--- config.mk ---
export PLATFORM = sky130hd
export DESIGN_NAME = prbs_predict
export DESIGN_NICKNAME = d
export VERILOG_FILES = /design/src/rtl/prbs_chk_pkg.sv /design/src/rtl/prbs_predict.sv
export SDC_FILE = /design/constraint.sdc
export NUM_CORES = 1
export LEC_CHECK = 0
export ABC_AREA = 1
export BUFFER_PORTS_ARGS = -buffer_cell sky130_fd_sc_hd__buf_2
export CAP_MARGIN = 40
export CORE_MARGIN = 2
export CORE_UTILIZATION = 45
export CTS_BUF_LIST = sky130_fd_sc_hd__clkbuf_8
export DETAILED_ROUTE_END_ITERATION = 7
export GPL_TIMING_DRIVEN = 0
export SLEW_MARGIN = 0
export SYNTH_ARGS = -nofsm -noshare
export SYNTH_HDL_FRONTEND = slang
export SYNTH_SLANG_ARGS = --single-unit
--- constraint.sdc ---
create_clock -name clk -period 1.55 [get_ports clk]
set_clock_uncertainty 0.1 [all_clocks]
set_input_delay 0.0775 -clock clk [delete_from_list [all_inputs] [get_ports clk]]
set_output_delay 0.0775 -clock clk [all_outputs]
set_load 0.005 [all_outputs]
--- src/rtl/prbs_chk_pkg.sv ---
package prbs_chk_pkg;

    typedef enum logic [1:0] {
        ST_HUNT  = 2'd0,
        ST_TRACK = 2'd1,
        ST_LOCK  = 2'd2
    } chk_state_t;

    // Short pattern: x^15 + x^14 + 1
    localparam int P15_LEN   = 15;
    localparam int P15_TAP   = 14;
    // Long pattern: x^20 + x^17 + 1 with zero limiting
    localparam int QRSS_LEN  = 20;
    localparam int QRSS_TAP  = 17;
    localparam int QRSS_ZRUN = 14;

    localparam int HIST_W    = QRSS_LEN;

endpackage

--- src/rtl/prbs_predict.sv ---
module prbs_predict
    import prbs_chk_pkg::*;
(
    input  logic clk,
    input  logic srst,
    input  logic shift_en,
    input  logic shift_bit,
    input  logic pat_qrss,
    output logic pred_out,
    output logic pred_raw,
    output logic hist_ok
);

    // hist[0] is the newest bit, hist[k] is k bits older
    logic [HIST_W-1:0]  hist;
    logic [QRSS_ZRUN:0] ahead;
    logic               p15_bit;
    logic               q_zero;
    logic               q_out;

    always_ff @(posedge clk) begin
        if (srst) begin
            hist <= '0;
        end else if (shift_en) begin
            hist <= {hist[HIST_W-2:0], shift_bit};
        end
    end

    assign p15_bit = hist[P15_LEN-1] ^ hist[P15_TAP-1];

    // Raw bits t..t+14 all follow directly from the stored history
    for (genvar k = 0; k <= QRSS_ZRUN; k++) begin : g_ahead
        assign ahead[k] = hist[QRSS_LEN-1-k] ^ hist[QRSS_TAP-1-k];
    end

    assign q_zero = ~|ahead[QRSS_ZRUN:1];
    assign q_out  = ahead[0] | q_zero;

    always_comb begin
        if (pat_qrss) begin
            pred_raw = ahead[0];
            pred_out = q_out;
            hist_ok  = (hist != '0) && (hist != '1);
        end else begin
            pred_raw = p15_bit;
            pred_out = p15_bit;
            hist_ok  = (hist[P15_LEN-1:0] != '0) && (hist[P15_LEN-1:0] != '1);
        end
    end

endmodule

==> results of run 1 <==
## repair_timing
action | in CTS | in global routing
hold buffers | 1 | 0
gates resized for setup | 0 | 20
setup endpoints to repair | 0 | 2
endpoints found under the hold margin | 1 | 0
## metrics by stage
step	hold WS (ps)	utilization	cell area [um2]	worst slack [ps]
floorplan	126	-	1000	511
global placement	231	0.493	1070	342
detailed placement	239	0.493	1070	325
CTS	125	0.517	1120	44.0
global route	166	0.530	1150	0.524
finish	109	0.530	1150	80.5
## worst min-delay path by stage
| stage | slack, ps | startpoint | cells after the start | endpoint |
|---|---|---|---|---|
| 2_1_floorplan | 130 | shift_bit | 2 | hist[0] |
| 3_3_place_gp | 230 | shift_bit | 3 | hist[0] |
| 3_5_place_dp | 240 | shift_bit | 3 | hist[0] |
| 4_1_cts | 130 | srst | 2 | hist[4] |
| 5_1_grt | 170 | srst | 2 | hist[9] |
| 6_report | 110 | srst | 2 | hist[2] |
## cell families after synthesis
| family | count (synthesis) | share of synthesized area |
|---|---|---|
| buffers and inverters | 17 | 0.0760 |
| and+or+nand+nor | 99 | 0.395 |
| DFF | 20 | 0.399 |
| AOI/OAI and AO/OA | 23 | 0.131 |
## layer usage
metal	vias to the layer above	track usage	wire, um	part of all wire
met5	-	0	0	0
met4	0	0.0658	23	0.010
met3	4	0.0351	80	0.035
met2	18	0.314	1010	0.44
met1	441	0.259	1160	0.51
li1	522	-	-	-
## cell usage in the layout (no fill, tap or decap)
cell,n
sky130_fd_sc_hd__dfxtp_2,10
sky130_fd_sc_hd__o21ai_2,1
sky130_fd_sc_hd__dfxtp_4,1
sky130_fd_sc_hd__clkbuf_8,3
sky130_fd_sc_hd__a21oi_1,15
sky130_fd_sc_hd__nand2_1,58
sky130_fd_sc_hd__inv_1,10
sky130_fd_sc_hd__nand4_1,2
sky130_fd_sc_hd__dfxtp_1,9
sky130_fd_sc_hd__nor2_2,8
sky130_fd_sc_hd__nor2_1,22
sky130_fd_sc_hd__nor3_1,1
sky130_fd_sc_hd__nand3_1,5
sky130_fd_sc_hd__dlygate4sd3_1,1
sky130_fd_sc_hd__a31oi_1,1
sky130_fd_sc_hd__or2_1,1
sky130_fd_sc_hd__nand3b_1,1
sky130_fd_sc_hd__buf_2,10
sky130_fd_sc_hd__a211oi_1,6
sky130_fd_sc_hd__nor3_2,1
sky130_fd_sc_hd__clkbuf_1,2
## area by class of cell
type	count	area [um2]	share of cell area
well taps	28	35.0	0.0305
plain buffers	6	27.5	0.0239
clock buffers	3	41.3	0.0359
inverters	10	37.5	0.0326
multi-input cells	122	552	0.480
flip-flops and latches	20	417	0.362
repair buffers	7	40.0	0.0348
## critical path, cell delays in order, from the launching register on
cell and delay (ps):
sky130_fd_sc_hd__dfxtp_2 350, sky130_fd_sc_hd__or2_1 220, sky130_fd_sc_hd__nor2_1 140, sky130_fd_sc_hd__nand3_1 100
sky130_fd_sc_hd__nand3_1 70, sky130_fd_sc_hd__nand2_1 40, sky130_fd_sc_hd__buf_2 120
## where the power goes
part	total, uW	switching (uW)	internal, uW
Sequential	546	17.7	528
Combinational	124	73.7	50.1
Clock	327	154	173
==> flow_results.org, run 1 <==
** Global routing
- Vias in the first global route :: 870
- The first global-routing pass estimated roughly 3800 um of wire.
- Entering global routing, the biggest net connects 11 pins.
- Total congestion overflow after global routing :: 0
- For this run, the total global-route usage over all layers was measured as 0.193.
- The number of antenna violations at the first check in global routing came to 0.

** Run status
- Outcome :: finished, final reports clean

** Drt
- In this run the remaining antenna-violating nets after routing total 0.
- For this block, the via count after detailed routing is ~990.
- After detailed routing, the number of remaining DRC violations is 0.
- DR WL/cell :: ~12 um
- First-pass DRT Iterations :: 4
- Summed over all layers, the routed wires come to between 2000 and 2500 um.
- Detailed router's first-iteration violation count :: 17
- In the routed layout, each cell is associated on average with a via count of 5.03.

** Pwr
- In this run the static leakage power is about 0.00048 uW.
- In this run the power density over the cells is approximately 870 nW/um2.
- The worst-case IR drop observed on VDD is 0.711 mV.
- Power, Total :: approximately 1000 uW

** Synth
- The number of different library cells used by synthesis comes to 17.
- The commonest cells after synthesis are sky130_fd_sc_hd__nand2_1 (58), sky130_fd_sc_hd__nor2_1 (28), sky130_fd_sc_hd__dfxtp_1 (20), sky130_fd_sc_hd__a21oi_1 (15), sky130_fd_sc_hd__inv_1 (10).
- Most common flop cell mapped by yosys :: sky130_fd_sc_hd__dfxtp_1
- For this run, asynchronously set or reset flops after synthesis account for 0.
- Seq cells post-synth :: 20
- Avg Synthesized Cell Area :: approximately 6.3 um2
- Mapped Cells :: 159
- Cell taking the most area after synthesis :: sky130_fd_sc_hd__dfxtp_1
- In this run, synthesis inferred 0 flip-flops with an integrated enable.
- The synthesized netlist occupies a cell area of 1000 um2.
- Area share of the largest cell type after synthesis :: 0.399
- By instance count, the leading cell after synthesis is sky130_fd_sc_hd__nand2_1.
- For this run, the register share of the synthesized area comes to 0.399.
- For this run, the number of Yosys warnings is 0.
- Ranked by total cell area, the synthesized netlist is headed by sky130_fd_sc_hd__dfxtp_1 (40%), sky130_fd_sc_hd__nand2_1 (22%), sky130_fd_sc_hd__nor2_1 (10%).
- Counting every net in the synthesized netlist gives between 150 and 200.

** Placed design
- Number of buffers added on ports :: 6
- The HPWL after detailed placement is about 1700 um.
- GP Congestion :: roughly 0.9
- Counting tap cells, the placed design contains a total of about 190 instances.

** Worst setup path
- For the worst setup path, the data arrival time is ~1300 ps.
- Startpoint of the worst-slack reg-to-reg timing path :: hist[7]
- Tracing the worst setup path back leads to its startpoint at hist[16].
- Max FO, Critical Path :: 6
- The endpoint identified for the worst register-to-register timing path is hist[7].
- Setup slack on the worst reg-to-reg path comes out at 680 ps.
- Critical Setup Path Class :: reg -> out
- STA classifies the critical path startpoint as a register.
- Required time of the worst setup path :: approximately 1400 ps
- Count of cells along the worst register-to-register path :: 2
- Kind of end point of the critical path :: output pin
- The critical path ends at hist_ok.

** Clock tree
- Maximum count of clock buffers along a single path :: 2
- Clock transition at path regs :: about 70 ps
- Clock tree synthesis selected as its root buffer the cell sky130_fd_sc_hd__clkbuf_8.
- Setup fix buffers added after clock tree synthesis :: 0
- In this run the number of H-tree levels came out at 1.
- TritonCTS built the clock tree.
- Worst-Skew Late Latency :: around 250 ps
- For this design, the sink count on the clock tree is 20.
- Number of buffers inserted during clock tree synthesis :: 3

** Timing
- Setup repair after global routing left no endpoint under its margin.
- Hold Violations, Final :: 0
- Dividing the final minimum period by the clock period gives 0.948.
- Summed over all failing endpoints, the final setup total negative slack is 0 ps.
- Shortest clock period the worst path allows after layout :: 1470 ps
- Timing would allow up to 681 MHz.
- For the pin with the worst max-slew slack, the measured transition is 466 ps.
- Setup violations remaining at the end of the flow were counted as 0.
- Number of slew-limit violations in the final report :: 0
- Max-slew headroom :: 0.689

** Min path
- The worst hold path belongs to the class in -> reg.

** Layout
- Register name with the most flops :: hist
- Fill cells in the final layout number between 200 and 250.
- Synth-to-layout area growth :: 14.4%
- In the final layout, the registers with the most flip-flops are hist x20.
- Flip-flop count of the largest register, all copies and words added :: 20
- Layout cells sized above 1 :: 0.202
- Antenna cell count :: 0
- Post-layout nets :: roughly 180
- Excluding fillers, the count of instances in the completed layout stands at 196.

** Floorplan
- Die extent in x :: roughly 51 um
- Starting density of the core :: 0.463
- The floorplan has 17 rows.
- Boundary Pins :: 8
- The die is between 50 and 60 um tall.
- The core region is about 2200 um2.
- The die covers 2630 um2.

** Job
- Across the run, the number of max-cap violations was 0.
Note: power is estimated with default switching activity, not from simulation.
==> inputs of run 2 (changes only) <==
--- a/config.mk
+++ b/config.mk
@@ -6,7 +6,7 @@
 export NUM_CORES = 1
 export LEC_CHECK = 0
 export ABC_AREA = 1
-export BUFFER_PORTS_ARGS = -buffer_cell sky130_fd_sc_hd__buf_2
+export BUFFER_PORTS_ARGS = -buffer_cell sky130_fd_sc_hd__buf_4
 export CAP_MARGIN = 40
 export CORE_MARGIN = 2
 export CORE_UTILIZATION = 45
==> constraint.sdc (replaced) <==
create_clock -name clk -period 1.7 [get_ports clk]
set_clock_uncertainty 0.1 [all_clocks]
set_input_delay 0.085 -clock clk [delete_from_list [all_inputs] [get_ports clk]]
set_output_delay 0.085 -clock clk [all_outputs]
set_load 0.005 [all_outputs]
==> run 2 against run 1 <==
  * Final cell count increased by 1.0%
  * First-iteration DRC count up 29%
  * Register-to-register slack better by 130 ps
  * Final area increased by 1.4%
  * Global-route usage fell by 0.17 points
  * Critical path depth is 2 higher
  * Sequential power is 9.0% lower
  * Routed wire length shrank 3.5%
  * Flip-flop and latch count unchanged
  * Sequential share of layout area down 1.9 points
  * Critical endpoint unchanged
  * Largest cell class unchanged
  * Highest routed layer unchanged
==> flow_results.org, run 2 (same netlist as run 1, synthesis figures left out) <==
** Pwr
- Clock share of power :: 0.437
- Combinational share of power :: 0.106
- Power spread over the standard cell area amounts to 930 nW/um2.
- Seq pwr share :: 0.458
- The analysis attributes to cell leakage a power of about 0.0005 uW.
- VDD sags by at most 0.628 mV.
- Design internal power :: ~850 uW
- Summed over all nets, the switching power comes to approximately 240 uW.
- Sw Share :: 0.220

** Clock tree
- Clock tree synthesis inserted a total of 3 buffers.
- CTS saw 20 sinks.
- For the worst-skew pair, the clock arrives at the later sink with an insertion delay of around 250 ps.
- TritonCTS built the clock tree.
- The tree is rooted in a sky130_fd_sc_hd__clkbuf_8.
- In this run the number of H-tree levels came out at 1.
- Clock transition at path regs :: about 80 ps
- No sink is reached through more buffers than the 2 on the longest clock path.

** Drt
- Detailed Route WL :: 2200 um
- First-pass DRT Iterations :: 4
- In the routed design, unresolved DRC markers number 0.
- The first routing iteration left 22 violations.
- In this run the remaining antenna-violating nets after routing total 0.
- Wire segments on met2 add up to approximately 940 um in the final route.
- In the final routed layout, each cell accounts on average for roughly 11 um.
- After detailed routing, the number of vias per cell comes to between 4 and 5.
- For this block, wires on met1 add up to about 1100 um.
- The routed design uses roughly 130 um of met3 wire.
- Highest layer used for signal routing :: met4
- Total via count in the routed design :: a little under 1000

** Placed design
- Worst setup slack before clock tree synthesis :: approximately 440 ps
- Routability-driven placement finished with a final weighted congestion of 0.888.
- Once detailed placement completed, the half-perimeter wirelength came to ~1700 um.
- Number of buffers added on ports :: 6
- In this run, placement finished with an instance count of between 150 and 200.

** Floorplan
- The floorplan step defined a die boundary enclosing approximately 2600 um2.
- Die extent in x :: about 51 um
- The floorplan has 17 rows.
- Boundary Pins :: 8
- The die is 51.3 um tall.
- For this configuration, the core starts out at a cell density of 0.463.
- The total area inside the core boundary comes to roughly 2200 um2.

** Global routing
- The first global-routing pass estimated between 3000 and 4000 um of wire.
- Antenna violations before repair :: 0
- In the global route stage, overall resource usage came out at 0.192.
- The via count of the first global-routing pass was 810.
- Pin count of the biggest net entering global routing :: 13
- Summed over all layers, the global routing overflow is 0.

** Timing
- After routing, the total negative slack on setup checks comes to 0 ps.
- Hold Slack :: about 130 ps
- Static timing analysis puts the maximum clock frequency at about 650 MHz.
- The worst pin sits at a relative slew slack of 0.693.
- In the finished design, the share of the clock period the worst path needs comes to 0.902.
- At the pin with the least slew margin, the transition time is between 400 and 500 ps.
- Setup violations remaining at the end of the flow were counted as 0.
- The final-report max-slew violation count was 0.
- The number of failing hold endpoints at the final stage came to 0.
- Setup repair after global routing missed its margin :: false
- The smallest clock period supported by the final layout is computed as 1530 ps.
- Across all setup checks in the final design, the least slack found is approximately 170 ps.

** Layout
- The register with the most flip-flops in the layout has 20 of them.
- Layout cells sized above 1 :: 0.100
- Antenna cell count :: 0
- Post-layout nets :: around 180
- The finished layout holds about 200 standard cells, fillers aside.
- More flip-flops sit in one register than any other, and that register is hist.
- Counting the fill cells in the layout gives 230.
- Top Registers :: hist x20
- Leaving out fill and tap cells, the most frequent cell in the layout is sky130_fd_sc_hd__nand2_1.
- Most used cells in the layout excluding fill and tap cells :: sky130_fd_sc_hd__nand2_1 (58), sky130_fd_sc_hd__nor2_1 (28), sky130_fd_sc_hd__dfxtp_1 (20)
- From synthesis to final layout, the design area changed by 16.1%.

** Worst setup path
- The worst register-to-register path begins at hist[14].
- Minimum setup slack among reg-to-reg paths :: roughly 800 ps
- The endpoint identified for the worst register-to-register timing path is hist[15].
- The worst setup path is launched from a register.
- The worst register-to-register path has a depth of 2.
- Critical Setup Path Class :: reg -> out
- Data on the critical path arrives at its endpoint at approximately 1400 ps.
- Launching instance or port of the critical path :: hist[5]
- Of all nets on the critical path, the largest fanout is 5.
- Data on the critical path is required at its endpoint by between 1500 and 2000 ps.
- STA classifies the critical path endpoint as an output pin.

** Min path
- Min-Delay Path Depth :: 2
- The path class of the tightest hold or removal check is in -> reg.
- The worst hold path begins at srst.
- Worst min-delay path endpoint :: hist[11]

** Run status
- Outcome :: finished, final reports clean

** Job
- # Max-Cap Violations :: 0
-- run 2: routing by layer --
layer | vias up | global-route usage
met4 | 0 | 0.0395
met1 | 423 | 0.299
li1 | 528 | -
met5 | - | 0
met3 | 2 | 0.0263
met2 | 25 | 0.279
-- run 2: timing repair --
action | in CTS | in global routing
setup buffers | 0 | 0
hold endpoints to repair | 1 | 0
gates resized for setup | 0 | 0
hold buffers | 1 | 0
-- run 2: worst max-delay path by stage --
stage	end	slack, ps	depth (start not counted)
2_1_floorplan	hist_ok	650	7
3_3_place_gp	hist_ok	450	6
3_5_place_dp	hist_ok	440	6
4_1_cts	hist_ok	150	6
5_1_grt	hist_ok	0.8	8
6_report	hist_ok	170	8
-- run 2: critical path, stage by stage (launching register included) --
cell and delay, ps:
sky130_fd_sc_hd__dfxtp_1 410, sky130_fd_sc_hd__nand2_1 70, sky130_fd_sc_hd__inv_1 80, sky130_fd_sc_hd__nand2_1 60
sky130_fd_sc_hd__nor2_2 140, sky130_fd_sc_hd__nand3_1 80, sky130_fd_sc_hd__nand3_1 80, sky130_fd_sc_hd__nand2_1 50
sky130_fd_sc_hd__buf_4 120
-- run 2: cell type report --
cell class / instances / area (um2) / area share
Tap cell: 28 / 35.0 / 0.0300
Clock buffer: 3 / 41.3 / 0.0354
Multi-Input combinational cell: 122 / 528 / 0.453
Clock inverter: 1 / 30.0 / 0.0258
Sequential cell: 20 / 400 / 0.343
Timing Repair Buffer: 7 / 55.1 / 0.0472
Inverter: 10 / 37.5 / 0.0322
Buffer: 7 / 38.8 / 0.0333
-- run 2: power groups by stage --
stage / Clock, uW / Sequential, uW / Combinational [uW]
global route: 502 / 499 / 132
finish: 473 / 497 / 114
CTS: 477 / 496 / 116
global placement: 0 / 507 / 112
detailed placement: 0 / 507 / 114
floorplan: 0 / 504 / 77.9
-- run 2: per-stage QoR --
stage / power (uW) / instance area, um2 / utilization
3_3_place_gp: 619 / 1080 / 0.500
6_report: 1080 / 1170 / 0.537
3_5_place_dp: 621 / 1080 / 0.500
2_1_floorplan: 581 / 1000 / -
4_1_cts: 1090 / 1170 / 0.537
5_1_grt: 1130 / 1170 / 0.537
